File: src/rtl/cache_tag_pkg.sv
package cache_tag_pkg;
  typedef enum logic {
    POL_FIFO = 1'b0,
    POL_LRU  = 1'b1
  } repl_pol_e;

  localparam int CNT_RD   = 0;
  localparam int CNT_WR   = 1;
  localparam int CNT_HIT  = 2;
  localparam int CNT_MISS = 3;
  localparam int NUM_CNT  = 4;
endpackage

File: src/rtl/cache_tag_store.sv
module cache_tag_store #(
  parameter int SETS  = 4,
  parameter int WAYS  = 4,
  parameter int TAG_W = 40,
  parameter int SET_W = 2,
  parameter int WAY_W = 2
) (
  input  logic             clk_i,
  input  logic             rst_ni,
  input  logic [SET_W-1:0] lk_set_i,
  input  logic [TAG_W-1:0] lk_tag_i,
  output logic [WAYS-1:0]  hit_vec_o,
  output logic [WAYS-1:0]  valid_vec_o,
  input  logic             wr_en_i,
  input  logic [WAY_W-1:0] wr_way_i,
  input  logic [TAG_W-1:0] wr_tag_i
);
  logic [TAG_W-1:0] tag_q [SETS][WAYS];
  logic [WAYS-1:0]  vld_q [SETS];

  always_comb begin
    valid_vec_o = vld_q[lk_set_i];
    for (int w = 0; w < WAYS; w++)
      hit_vec_o[w] = vld_q[lk_set_i][w] && (tag_q[lk_set_i][w] == lk_tag_i);
  end

  always_ff @(posedge clk_i or negedge rst_ni) begin
    if (!rst_ni) begin
      for (int s = 0; s < SETS; s++) vld_q[s] <= '0;
    end else if (wr_en_i) begin
      vld_q[lk_set_i][wr_way_i] <= 1'b1;
    end
  end

  always_ff @(posedge clk_i) begin
    if (wr_en_i) tag_q[lk_set_i][wr_way_i] <= wr_tag_i;
  end

  // a fill targets only a way that does not already hold the tag
  assert_single_match_R7: assert property (@(posedge clk_i) disable iff (!rst_ni)
    $onehot0(hit_vec_o));
  assert_fill_on_miss_R7: assert property (@(posedge clk_i) disable iff (!rst_ni)
    wr_en_i |-> (hit_vec_o == '0));
endmodule

File: src/rtl/cache_repl_age.sv
module cache_repl_age #(
  parameter int SETS  = 4,
  parameter int WAYS  = 4,
  parameter int SET_W = 2,
  parameter int WAY_W = 2
) (
  input  logic             clk_i,
  input  logic             rst_ni,
  input  logic [SET_W-1:0] set_i,
  input  logic [WAYS-1:0]  valid_vec_i,
  input  logic             touch_i,
  input  logic [WAY_W-1:0] touch_way_i,
  output logic [WAY_W-1:0] victim_o
);
  localparam int AGE_W = WAY_W;
  localparam logic [AGE_W-1:0] AGE_MAX = AGE_W'(WAYS - 1);

  // ages form a permutation of 0..WAYS-1 per set; 0 = most recent
  logic [AGE_W-1:0] age_q [SETS][WAYS];
  logic [AGE_W-1:0] touch_age;
  logic             any_inv;

  always_comb begin
    touch_age = age_q[set_i][touch_way_i];
    any_inv   = 1'b0;
    victim_o  = '0;
    for (int w = WAYS - 1; w >= 0; w--) begin
      if (!valid_vec_i[w]) begin
        any_inv  = 1'b1;
        victim_o = WAY_W'(w);
      end
    end
    if (!any_inv) begin
      for (int w = 0; w < WAYS; w++)
        if (age_q[set_i][w] == AGE_MAX) victim_o = WAY_W'(w);
    end
  end

  always_ff @(posedge clk_i or negedge rst_ni) begin
    if (!rst_ni) begin
      for (int s = 0; s < SETS; s++)
        for (int w = 0; w < WAYS; w++)
          age_q[s][w] <= AGE_W'(w);
    end else if (touch_i) begin
      for (int w = 0; w < WAYS; w++) begin
        if (WAY_W'(w) == touch_way_i)           age_q[set_i][w] <= '0;
        else if (age_q[set_i][w] < touch_age)   age_q[set_i][w] <= age_q[set_i][w] + 1'b1;
      end
    end
  end

  assert_touch_newest_R9: assert property (@(posedge clk_i) disable iff (!rst_ni)
    touch_i |=> age_q[$past(set_i)][$past(touch_way_i)] == '0);
  assert_victim_oldest_R8: assert property (@(posedge clk_i) disable iff (!rst_ni)
    (&valid_vec_i) |-> (age_q[set_i][victim_o] == AGE_MAX));
endmodule

File: src/rtl/cache_stat_ctr.sv
module cache_stat_ctr
  import cache_tag_pkg::*;
#(
  parameter int CNT_W = 32
) (
  input  logic                            clk_i,
  input  logic                            rst_ni,
  input  logic                            clr_i,
  input  logic [NUM_CNT-1:0]              inc_i,
  output logic [NUM_CNT-1:0][CNT_W-1:0]   cnt_o
);
  localparam logic [CNT_W-1:0] CNT_MAX = '1;

  for (genvar i = 0; i < NUM_CNT; i++) begin : g_ctr
    logic [CNT_W-1:0] q;
    always_ff @(posedge clk_i or negedge rst_ni) begin
      if (!rst_ni)                         q <= '0;
      else if (clr_i)                      q <= '0;
      else if (inc_i[i] && q != CNT_MAX)   q <= q + 1'b1;
    end
    assign cnt_o[i] = q;

    assert_no_overflow_R11: assert property (@(posedge clk_i) disable iff (!rst_ni)
      (q == CNT_MAX && !clr_i) |=> q == CNT_MAX);
    assert_clear_R12: assert property (@(posedge clk_i) disable iff (!rst_ni)
      clr_i |=> q == '0);
  end
endmodule

File: src/rtl/cache_tag_engine.sv
module cache_tag_engine
  import cache_tag_pkg::*;
#(
  parameter int ADDR_W      = 48,
  parameter int CACHE_BYTES = 256,
  parameter int WAYS        = 4,
  parameter int BLOCK_BYTES = 16,
  parameter int CNT_W       = 32
) (
  input  logic              clk_i,
  input  logic              rst_ni,
  input  logic              req_valid_i,
  output logic              req_ready_o,
  input  logic              req_write_i,
  input  logic [ADDR_W-1:0] req_addr_i,
  input  logic              policy_i,
  input  logic              clr_stats_i,
  output logic              resp_valid_o,
  output logic              resp_hit_o,
  output logic [CNT_W-1:0]  mem_rd_cnt_o,
  output logic [CNT_W-1:0]  mem_wr_cnt_o,
  output logic [CNT_W-1:0]  hit_cnt_o,
  output logic [CNT_W-1:0]  miss_cnt_o
);
  localparam int SETS  = CACHE_BYTES / (BLOCK_BYTES * WAYS);
  localparam int OFF_W = $clog2(BLOCK_BYTES);
  localparam int SET_W = $clog2(SETS);
  localparam int TAG_W = ADDR_W - OFF_W - SET_W;
  localparam int WAY_W = (WAYS > 1) ? $clog2(WAYS) : 1;

  repl_pol_e        pol;
  logic             rdy_q, accept, lk_hit, touch;
  logic [SET_W-1:0] lk_set;
  logic [TAG_W-1:0] lk_tag;
  logic [WAYS-1:0]  hit_vec, valid_vec;
  logic [WAY_W-1:0] hit_way, victim, touch_way;
  logic [NUM_CNT-1:0]            inc;
  logic [NUM_CNT-1:0][CNT_W-1:0] cnt;

  always_ff @(posedge clk_i or negedge rst_ni) begin
    if (!rst_ni) rdy_q <= 1'b0;
    else         rdy_q <= 1'b1;
  end
  assign req_ready_o = rdy_q;
  assign accept      = req_valid_i && rdy_q;
  assign pol         = repl_pol_e'(policy_i);

  assign lk_set = req_addr_i[OFF_W +: SET_W];
  assign lk_tag = req_addr_i[ADDR_W-1 -: TAG_W];

  cache_tag_store #(
    .SETS(SETS), .WAYS(WAYS), .TAG_W(TAG_W), .SET_W(SET_W), .WAY_W(WAY_W)
  ) u_store (
    .clk_i(clk_i), .rst_ni(rst_ni),
    .lk_set_i(lk_set), .lk_tag_i(lk_tag),
    .hit_vec_o(hit_vec), .valid_vec_o(valid_vec),
    .wr_en_i(accept && !lk_hit), .wr_way_i(victim), .wr_tag_i(lk_tag)
  );

  always_comb begin
    hit_way = '0;
    for (int w = 0; w < WAYS; w++)
      if (hit_vec[w]) hit_way = WAY_W'(w);
  end
  assign lk_hit = |hit_vec;

  // FIFO: order moves on fill only; LRU: on fill and on hit
  assign touch     = accept && (!lk_hit || pol == POL_LRU);
  assign touch_way = lk_hit ? hit_way : victim;

  cache_repl_age #(
    .SETS(SETS), .WAYS(WAYS), .SET_W(SET_W), .WAY_W(WAY_W)
  ) u_repl (
    .clk_i(clk_i), .rst_ni(rst_ni),
    .set_i(lk_set), .valid_vec_i(valid_vec),
    .touch_i(touch), .touch_way_i(touch_way),
    .victim_o(victim)
  );

  always_comb begin
    inc           = '0;
    inc[CNT_RD]   = accept && !lk_hit;
    inc[CNT_WR]   = accept && req_write_i;
    inc[CNT_HIT]  = accept && lk_hit;
    inc[CNT_MISS] = accept && !lk_hit;
  end

  cache_stat_ctr #(.CNT_W(CNT_W)) u_ctr (
    .clk_i(clk_i), .rst_ni(rst_ni), .clr_i(clr_stats_i),
    .inc_i(inc), .cnt_o(cnt)
  );

  assign mem_rd_cnt_o = cnt[CNT_RD];
  assign mem_wr_cnt_o = cnt[CNT_WR];
  assign hit_cnt_o    = cnt[CNT_HIT];
  assign miss_cnt_o   = cnt[CNT_MISS];

  always_ff @(posedge clk_i or negedge rst_ni) begin
    if (!rst_ni) begin
      resp_valid_o <= 1'b0;
      resp_hit_o   <= 1'b0;
    end else begin
      resp_valid_o <= accept;
      resp_hit_o   <= accept && lk_hit;
    end
  end

  assert_resp_latency_R10: assert property (@(posedge clk_i) disable iff (!rst_ni)
    accept |=> resp_valid_o);
  assert_idle_quiet_R10: assert property (@(posedge clk_i) disable iff (!rst_ni)
    !accept |=> !resp_valid_o);
  assert_read_hit_no_mem_R3: assert property (@(posedge clk_i) disable iff (!rst_ni)
    (accept && lk_hit && !req_write_i && !clr_stats_i) |=>
      ($stable(mem_rd_cnt_o) && $stable(mem_wr_cnt_o)));
  assert_hit_no_fetch_R5: assert property (@(posedge clk_i) disable iff (!rst_ni)
    (accept && lk_hit && !clr_stats_i) |=> $stable(mem_rd_cnt_o));
endmodule

File: config.mk
export PLATFORM = sky130hd
export DESIGN_NAME = cache_tag_engine
export DESIGN_NICKNAME = d
export VERILOG_FILES = /design/src/rtl/cache_tag_pkg.sv /design/src/rtl/cache_tag_store.sv /design/src/rtl/cache_repl_age.sv /design/src/rtl/cache_stat_ctr.sv /design/src/rtl/cache_tag_engine.sv
export SDC_FILE = /design/constraint.sdc
export NUM_CORES = 1
export LEC_CHECK = 0
export CAP_MARGIN = 20
export CORE_MARGIN = 2
export CORE_UTILIZATION = 48
export DETAILED_ROUTE_END_ITERATION = 10
export PLACE_DENSITY_LB_ADDON = 0.08
export SYNTH_ARGS = -nofsm -noshare
export SYNTH_HDL_FRONTEND = slang
export SYNTH_SLANG_ARGS = --single-unit
File: constraint.sdc
create_clock -name clk_i -period 10.45 [get_ports clk_i]
set_clock_uncertainty 0.1 [all_clocks]
set_input_delay 2.09 -clock clk_i [delete_from_list [all_inputs] [get_ports clk_i]]
set_output_delay 2.09 -clock clk_i [all_outputs]
set_load 0.01 [all_outputs]
Word-level counts from Yosys, hierarchy flattened
Memories as Yosys holds them, arrays and structs flattened.
Cells that the tools add are included.
Storage, ports and cells
  register bits after elaboration: 179
  bits in writable memories: 672
  logic and storage cells: 163
  memories kept: 1
Cells by class
  add/sub/neg operators: 8
  $lt $le $gt $ge: 11
  eq/ne operators: 15
  muxes and demuxes: 65
  bitwise operators: 12
  reduce and logical (&&, ||, !) cells: 24
Memories
  u_store.tag_q: depth 4, width 168, read ports 1, clocked after Yosys merged registers in 0, wr ports 1, RTL line cache_tag_store.sv:18  | logic [TAG_W-1:0] tag_q [SETS][WAYS];
Operator list (number)
  32-bit two-way mux: 19
  42-bit equality test: 4
  168-bit two-way mux: 1
  32-bit by 1-bit adder with 32-bit output, second input constant: 4
  32-bit bitwise AND: 4
  32-bit bitwise mux: 4
  32-bit != test, second input constant: 4
  32-bit NOT: 4
  42-bit demux with 2-bit select: 1
  8-bit demux with 2-bit select: 4
  42-bit two-way mux: 1
  2-bit two-way mux: 15
  8-bit two-way mux: 3
  8-bit binary-select mux with 2-bit select: 1
  1-bit logical AND: 16
  4-bit two-way mux: 4
  16-bit bitwise OR: 1
  3-bit greater-or-equal comparator, second input constant: 3
  2-bit NOT with 3-bit output: 3
  2-bit by 1-bit adder with 2-bit output, second input constant: 4
  4-bit binary-select mux with 2-bit select: 1
  4-bit demux with 2-bit select: 1
  2-bit equality test, second input constant: 4
  2-bit less-than comparator: 4
  14 further kinds: 25

Depth between registers and ports, before layout
  depth in word-level cells: 33
  mapped depth: 24
  gate-level depth less buffers: 16

Hierarchy
A second synthesis with hierarchy kept.
Unflattened totals
  cells, all modules: 2445
  area, all modules: 37188.2 µm²
By module, submodules not included
  cache_tag_store: instances 1, cells an instance 1403, area an instance 27563.9 µm²
  cache_stat_ctr: instances 1, cells an instance 793, area an instance 7123.1 µm²
  cache_repl_age: instances 1, cells an instance 232, area an instance 2349.8 µm²
  cache_tag_engine: instances 1, cells an instance 17, area an instance 151.4 µm²

Worst setup path after synthesis
Ideal clock, no wire load.
  kind: input to register
  start: input req_addr_i[4]
  end: register u_store.vld_q[14] (netlist bit)
  library setup time: 0.091 ns
  arrival: 9.882 ns
  data required time: 10.259 ns
  setup slack: 0.376 ns
  stages on the path: 14
  path buffers: 7
  path through: buf_6 > buf_6 > buf_6 > buf_6 > buf_2 > buf_1 > buf_1 > mux4_2 > ha_1 > nand2b_1 > o21ai_0 > a21boi_1 > nor4b_1 > or2_2
Between the ends
  longest elaborated chain between the ends: 20
  elaborated cells between the ends (all ways): 47
  classes of those cells: 4 x order compare; 8 x eq/ne; 23 x mux; 2 x bitwise; 9 x reduce/logical; 1 x memory
Ends and longest elaborated chain
  start, declared: RTL line cache_tag_engine.sv:15  | input logic [ADDR_W-1:0] req_addr_i,
  2-bit NOT with 3-bit output (implied by the code)
  4-bit binary-select mux with 2-bit select: RTL line cache_tag_store.sv:22, cache_tag_store.sv:24
  4-bit two-way mux (implied by the code) (2 in a row): RTL line cache_tag_store.sv:22, cache_tag_store.sv:24
  2-bit two-way mux (4 in a row): RTL line cache_repl_age.sv:28  | if (!valid_vec_i[w]) begin
  2-bit two-way mux (4 in a row): RTL line cache_repl_age.sv:35  | if (age_q[set_i][w] == AGE_MAX) victim_o = WAY_W'(w);
  2-bit two-way mux: RTL line cache_repl_age.sv:33  | if (!any_inv) begin
  2-bit by 3-bit less-than comparator with 1-bit output (implied by the code) / 2-bit by 1-bit greater-or-equal comparator with 1-bit output (equally long branches): RTL line cache_tag_store.sv:31  | vld_q[lk_set_i][wr_way_i] <= 1'b1;
  1-bit logical AND (implied by the code): RTL line cache_tag_store.sv:31
  1-bit two-way mux (implied by the code): RTL line cache_tag_store.sv:31
  1-bit demux with 2-bit select
  4-bit two-way mux (implied by the code): RTL line cache_tag_store.sv:31
  4-bit demux with 2-bit select: RTL line cache_tag_store.sv:31
  16-bit bitwise OR (no source line)
  end signal, assigned by index: RTL line cache_tag_store.sv:31
  end, declared: RTL line cache_tag_store.sv:19  | logic [WAYS-1:0] vld_q [SETS];
Several ways; a longest one is shown, not always the timed one. The select of a mux whose other input is x is not followed.
A chain may end at the register's enable or synchronous reset.

Final worst setup path
  start: input req_addr_i[4]
  end: register u_repl.age_q[29] (netlist bit)
Between the ends
  longest elaborated chain between the ends: 33
  elaborated cells between the ends (all ways): 88
  classes of those cells: 4 x add/sub; 6 x order compare; 11 x eq/ne; 46 x mux; 10 x bitwise; 10 x reduce/logical; 1 x memory
Ends and longest elaborated chain
  2-bit NOT with 3-bit output (implied by the code)
  4-bit binary-select mux with 2-bit select: RTL line cache_tag_store.sv:22, cache_tag_store.sv:24
  4-bit two-way mux (implied by the code) (2 in a row): RTL line cache_tag_store.sv:22, cache_tag_store.sv:24
  2-bit two-way mux (4 in a row): RTL line cache_repl_age.sv:28
  2-bit two-way mux (4 in a row): RTL line cache_repl_age.sv:35
  2-bit two-way mux: RTL line cache_repl_age.sv:33
  2-bit two-way mux: RTL line cache_tag_engine.sv:69  | assign touch_way = lk_hit ? hit_way : victim;
  2-bit NOT with 3-bit output (implied by the code): RTL line cache_repl_age.sv:24  | touch_age = age_q[set_i][touch_way_i];
  (+10 left out)
  32-bit two-way mux: RTL line cache_repl_age.sv:44  | end else if (touch_i) begin
  32-bit bitwise mux: RTL line cache_repl_age.sv:47  | else if (age_q[set_i][w] < touch_age) age_q[set_i][w] <= age_q[set_i][w] + 1'b1;
  32-bit two-way mux: RTL line cache_repl_age.sv:47
  32-bit two-way mux: RTL line cache_repl_age.sv:46  | if (WAY_W'(w) == touch_way_i) age_q[set_i][w] <= '0;
  32-bit two-way mux: RTL line cache_repl_age.sv:44
  32-bit bitwise mux: RTL line cache_repl_age.sv:47
  32-bit two-way mux: RTL line cache_repl_age.sv:47
  32-bit two-way mux: RTL line cache_repl_age.sv:46
  end signal, assigned by index: RTL line cache_repl_age.sv:43  | age_q[s][w] <= AGE_W'(w);
  end, declared: RTL line cache_repl_age.sv:19  | logic [AGE_W-1:0] age_q [SETS][WAYS];
Several ways; a longest one is shown, not always the timed one. The select of a mux whose other input is x is not followed.

==> results.cfg <==
[status]
run_status = finished clean

[floorplanning]
die_x_um = 282.2
start_util_pct = 48.20
io_pins = 185
rows = 102
die_y_um = 282.2
core-area_mm2 = 0.07708
die_area_mm2 = 0.07964

[critical_path]
cp-end-kind = flip-flop
critPathKind = in2reg
crit_buf_inv = 3
cpLargestDelayFamily = compound AO/OA/AOI/OAI gates
crit_fanout = 64
critPathMaxStageDelay_ns = 0.63
crit_arrival_ns = 8.37
critPathSlowestCell = buf_4
crit_start = req_addr_i[4]
worstPathRequired_ns = 10.86
cp-start-kind = input pin
crit_top_cell = buf_4
crit_chain = buf_8 -> buf_4 -> mux4_2 -> xnor2_1 -> nand2_1 -> or3b_1 -> nor4_1 -> nand3_1 -> a21oi_1 -> o21ai_1 -> buf_4 -> mux2_2 -> o21ai_0 -> ha_1 -> nor3_1 -> a221oi_4 -> o31ai_1 -> a22o_1
reg2reg_from = u_store.tag_q[3][119]

[global_routing]
grt_usage_pct = 23.74
grt_pass1_vias = 22180
antenna_found_initial = 1
grt_pass1_wl_um = 140700
grt_start_max_net_pins = 110
grt.overflow.total = 0

[timing]
min_period_ns = 7.955
setup_tns_ns = 0
hold_viol = 0
rsz0062_at_grt = no
setup_violations = 0
fin_crit_sh_pct = 76.12
fmax_ghz = 0.1257
slew_viol_final = 0
worst_slew_pin_slew_ns = 1.132
max_slew_margin_pct = 24.31

[yosys]
synth_cell_types = 90
syn_inst = 2466
synth.avg_cell_area_um2 = 15.07
synthArstFlopShare_pct = 21.03
syn-num-nets = 2532
synth_seq_area_share_pct = 66.43
ys_ff_latch = 851
synth-edff-count = 672
yosysWarnings = 0
synth-main-ff-cell = edfxtp_1
netlist_area_mm2 = 0.03715

[place]
numPortBuffers = 180
hpwl_um = 59240
place_congestion = 0.8397
placed_area_mm2 = 0.04021

[layout]
nNetsFinal = 2747
area_growth_pct = 16.47
design_area_mm2 = 0.04327
seq_area_mm2 = 0.02468
fillCellCount = 6190
drive_above_1_share_pct = 14.15
multi_input_comb_area_mm2 = 0.01163

[drt]
firstDrtPassIters = 5
vias = 22202
routed_wl_um = 94450
avgRoutedWirePerCell_um = 24.87
dr.first_iter.drc_count = 2073
vias_per_cell = 5.846
drc_errors = 0
ant_nets = 0

[pwr]
irDropWorstVdd_mv = 0.1336
powerDensity_mw_per_mm2 = 196.1
p_leak_nw = 15.01

[cts]
clk_pin_slew_ns = 0.05
postCtsSetupBuffers = 0
cts_buffers = 92
clk_path_buf_depth = 3
htree_levels = 3
cts_resized = 0
clock_latency_ns = 0.66
ctsRootBufferMaster = clkbuf_16
cts_num_sinks = 851
cts_hold_buf = 0
cts_tree = built

[min_path]
hold_class = reg2reg
min_from = u_store.vld_q[11]

[job]
cap_viol_max_count = 0
==> synth_stat cells (33+ instances only) <==
master	n	area, µm²
and3_1	35	219.0
nand4_1	64	400.4
o22ai_1	40	250.2
edfxtp_1	672	20180
nor3_1	33	165.2
xnor2_1	143	1252
clkbuf_1	56	210.2
xor2_1	92	805.8
mux2i_1	172	1722
inv_1	59	221.5
a21oi_1	42	210.2
mux4_2	102	2297
nor2_1	174	653.1
dfrtp_1	163	4079
o21ai_0	50	250.2
nand3_1	73	365.4
nand2_1	101	379.1
==> registers in the layout, summed over array words and instances (netlist names) <==
name / flops
u_ctr.g_ctr.q: 128
u_repl.age_q: 32
resp_valid_o: 1
req_ready_o: 1
u_store.tag_q: 672
u_store.vld_q: 16
resp_hit_o: 1
==> power breakdown <==
part,total (mW),internal (mW),switching (mW)
Combinational,1.24,0.456,0.786
Sequential,3.95,3.88,0.0703
Clock,3.29,1.95,1.34
==> per-layer routing <==
| layer | global-route usage (%) | wire length, µm | part of all wire, % | vias up |
|---|---|---|---|---|
| met1 | 33.93 | 41320 | 44 | 11491 |
| met5 | 0 | 0 | 0 | - |
| met4 | 6.675 | 2268 | 2.4 | 0 |
| li1 | - | - | - | 9881 |
| met3 | 3.742 | 5954 | 6.3 | 130 |
| met2 | 37.97 | 44910 | 48 | 700 |
==> layout make-up <==
| type | instances | area share, % |
|---|---|---|
| clock buffers | 126 | 5.780 |
| inverters | 60 | 0.5205 |
| clock inverters | 44 | 1.281 |
| multi-input cells | 1426 | 26.88 |
| flip-flops and latches | 851 | 57.04 |
| well taps | 1040 | 3.007 |
| diodes | 1 | 0.005783 |
| repair buffers | 250 | 5.486 |
==> stage by stage <==
step | util, % | hold slack, ns | setup slack (ns) | power, mW | instances
global placement | 52.16 | 0.3458 | 1.917 | 5.209 | 3626
detailed placement | 52.17 | 0.3523 | 1.827 | 5.250 | 3627
CTS | 56.13 | 0.3646 | 2.466 | 8.535 | 3797
global route | 56.13 | 0.3768 | 1.918 | 8.796 | 3797
finish | 56.13 | 0.3659 | 2.495 | 8.483 | 3798
floorplan | - | 0.3337 | 0.3761 | 4.861 | 2466
==> cell usage in the layout (no fill, tap or decap), types with 7 or more instances in the layout <==
master           instances
mux2_2                  12
xor2_1                  92
a22o_1                   9
nor4b_1                  8
buf_4                   67
bufinv_16               11
or2_2                   19
o22ai_1                 40
or3_1                   17
o2bb2ai_1               13
nor2_1                 168
a21boi_0                 7
edfxtp_1               672
nand3_1                 73
nand4_1                 64
dfrtp_1                163
mux4_2                 102
clkinv_1                13
o21ai_0                 50
nand2b_1                10
and2_1                  14
inv_1                   59
nor4_1                  21
dfstp_2                 16
xnor2_1                143
nor3_1                  31
clkbuf_16               93
mux2i_1                172
a221oi_1                18
clkdlybuf4s50_1        176
and3_1                  34
clkbuf_1                28
ha_1                    12
and4_1                   8
a21oi_1                 42
clkinv_2                12
nand2_1                101
==> final timing paths <==
path,to,slack [ns],cells after the start
setup reg to reg,u_repl.age_q[29],4.73,16
max in group asynchronous,u_ctr.g_ctr[2].q[21],7.24,2
min in group asynchronous,u_repl.age_q[29],1.49,1
hold / removal,u_store.vld_q[11],0.37,1
hold reg to reg,u_store.vld_q[11],0.37,1
setup / recovery,u_repl.age_q[29],2.50,18
==> cells by family (layout without fill, tap and decap cells) <==
logic type / Yosys count / count (layout) / share of synthesized area, %
flip-flops: 851 / 851 / 66.43
AO/OA/AOI/OAI: 273 / 273 / 5.318
XOR/XNOR: 235 / 235 / 5.540
adder cells (fa/ha/maj): 12 / 12 / 0.4041
AND/OR/NAND/NOR: 617 / 617 / 8.544
multiplexers: 288 / 288 / 11.25
buffers and inverters: 189 / 480 / 2.509
other: 1 / 2 / 0.01009
Power figures use the tool's default switching activity.
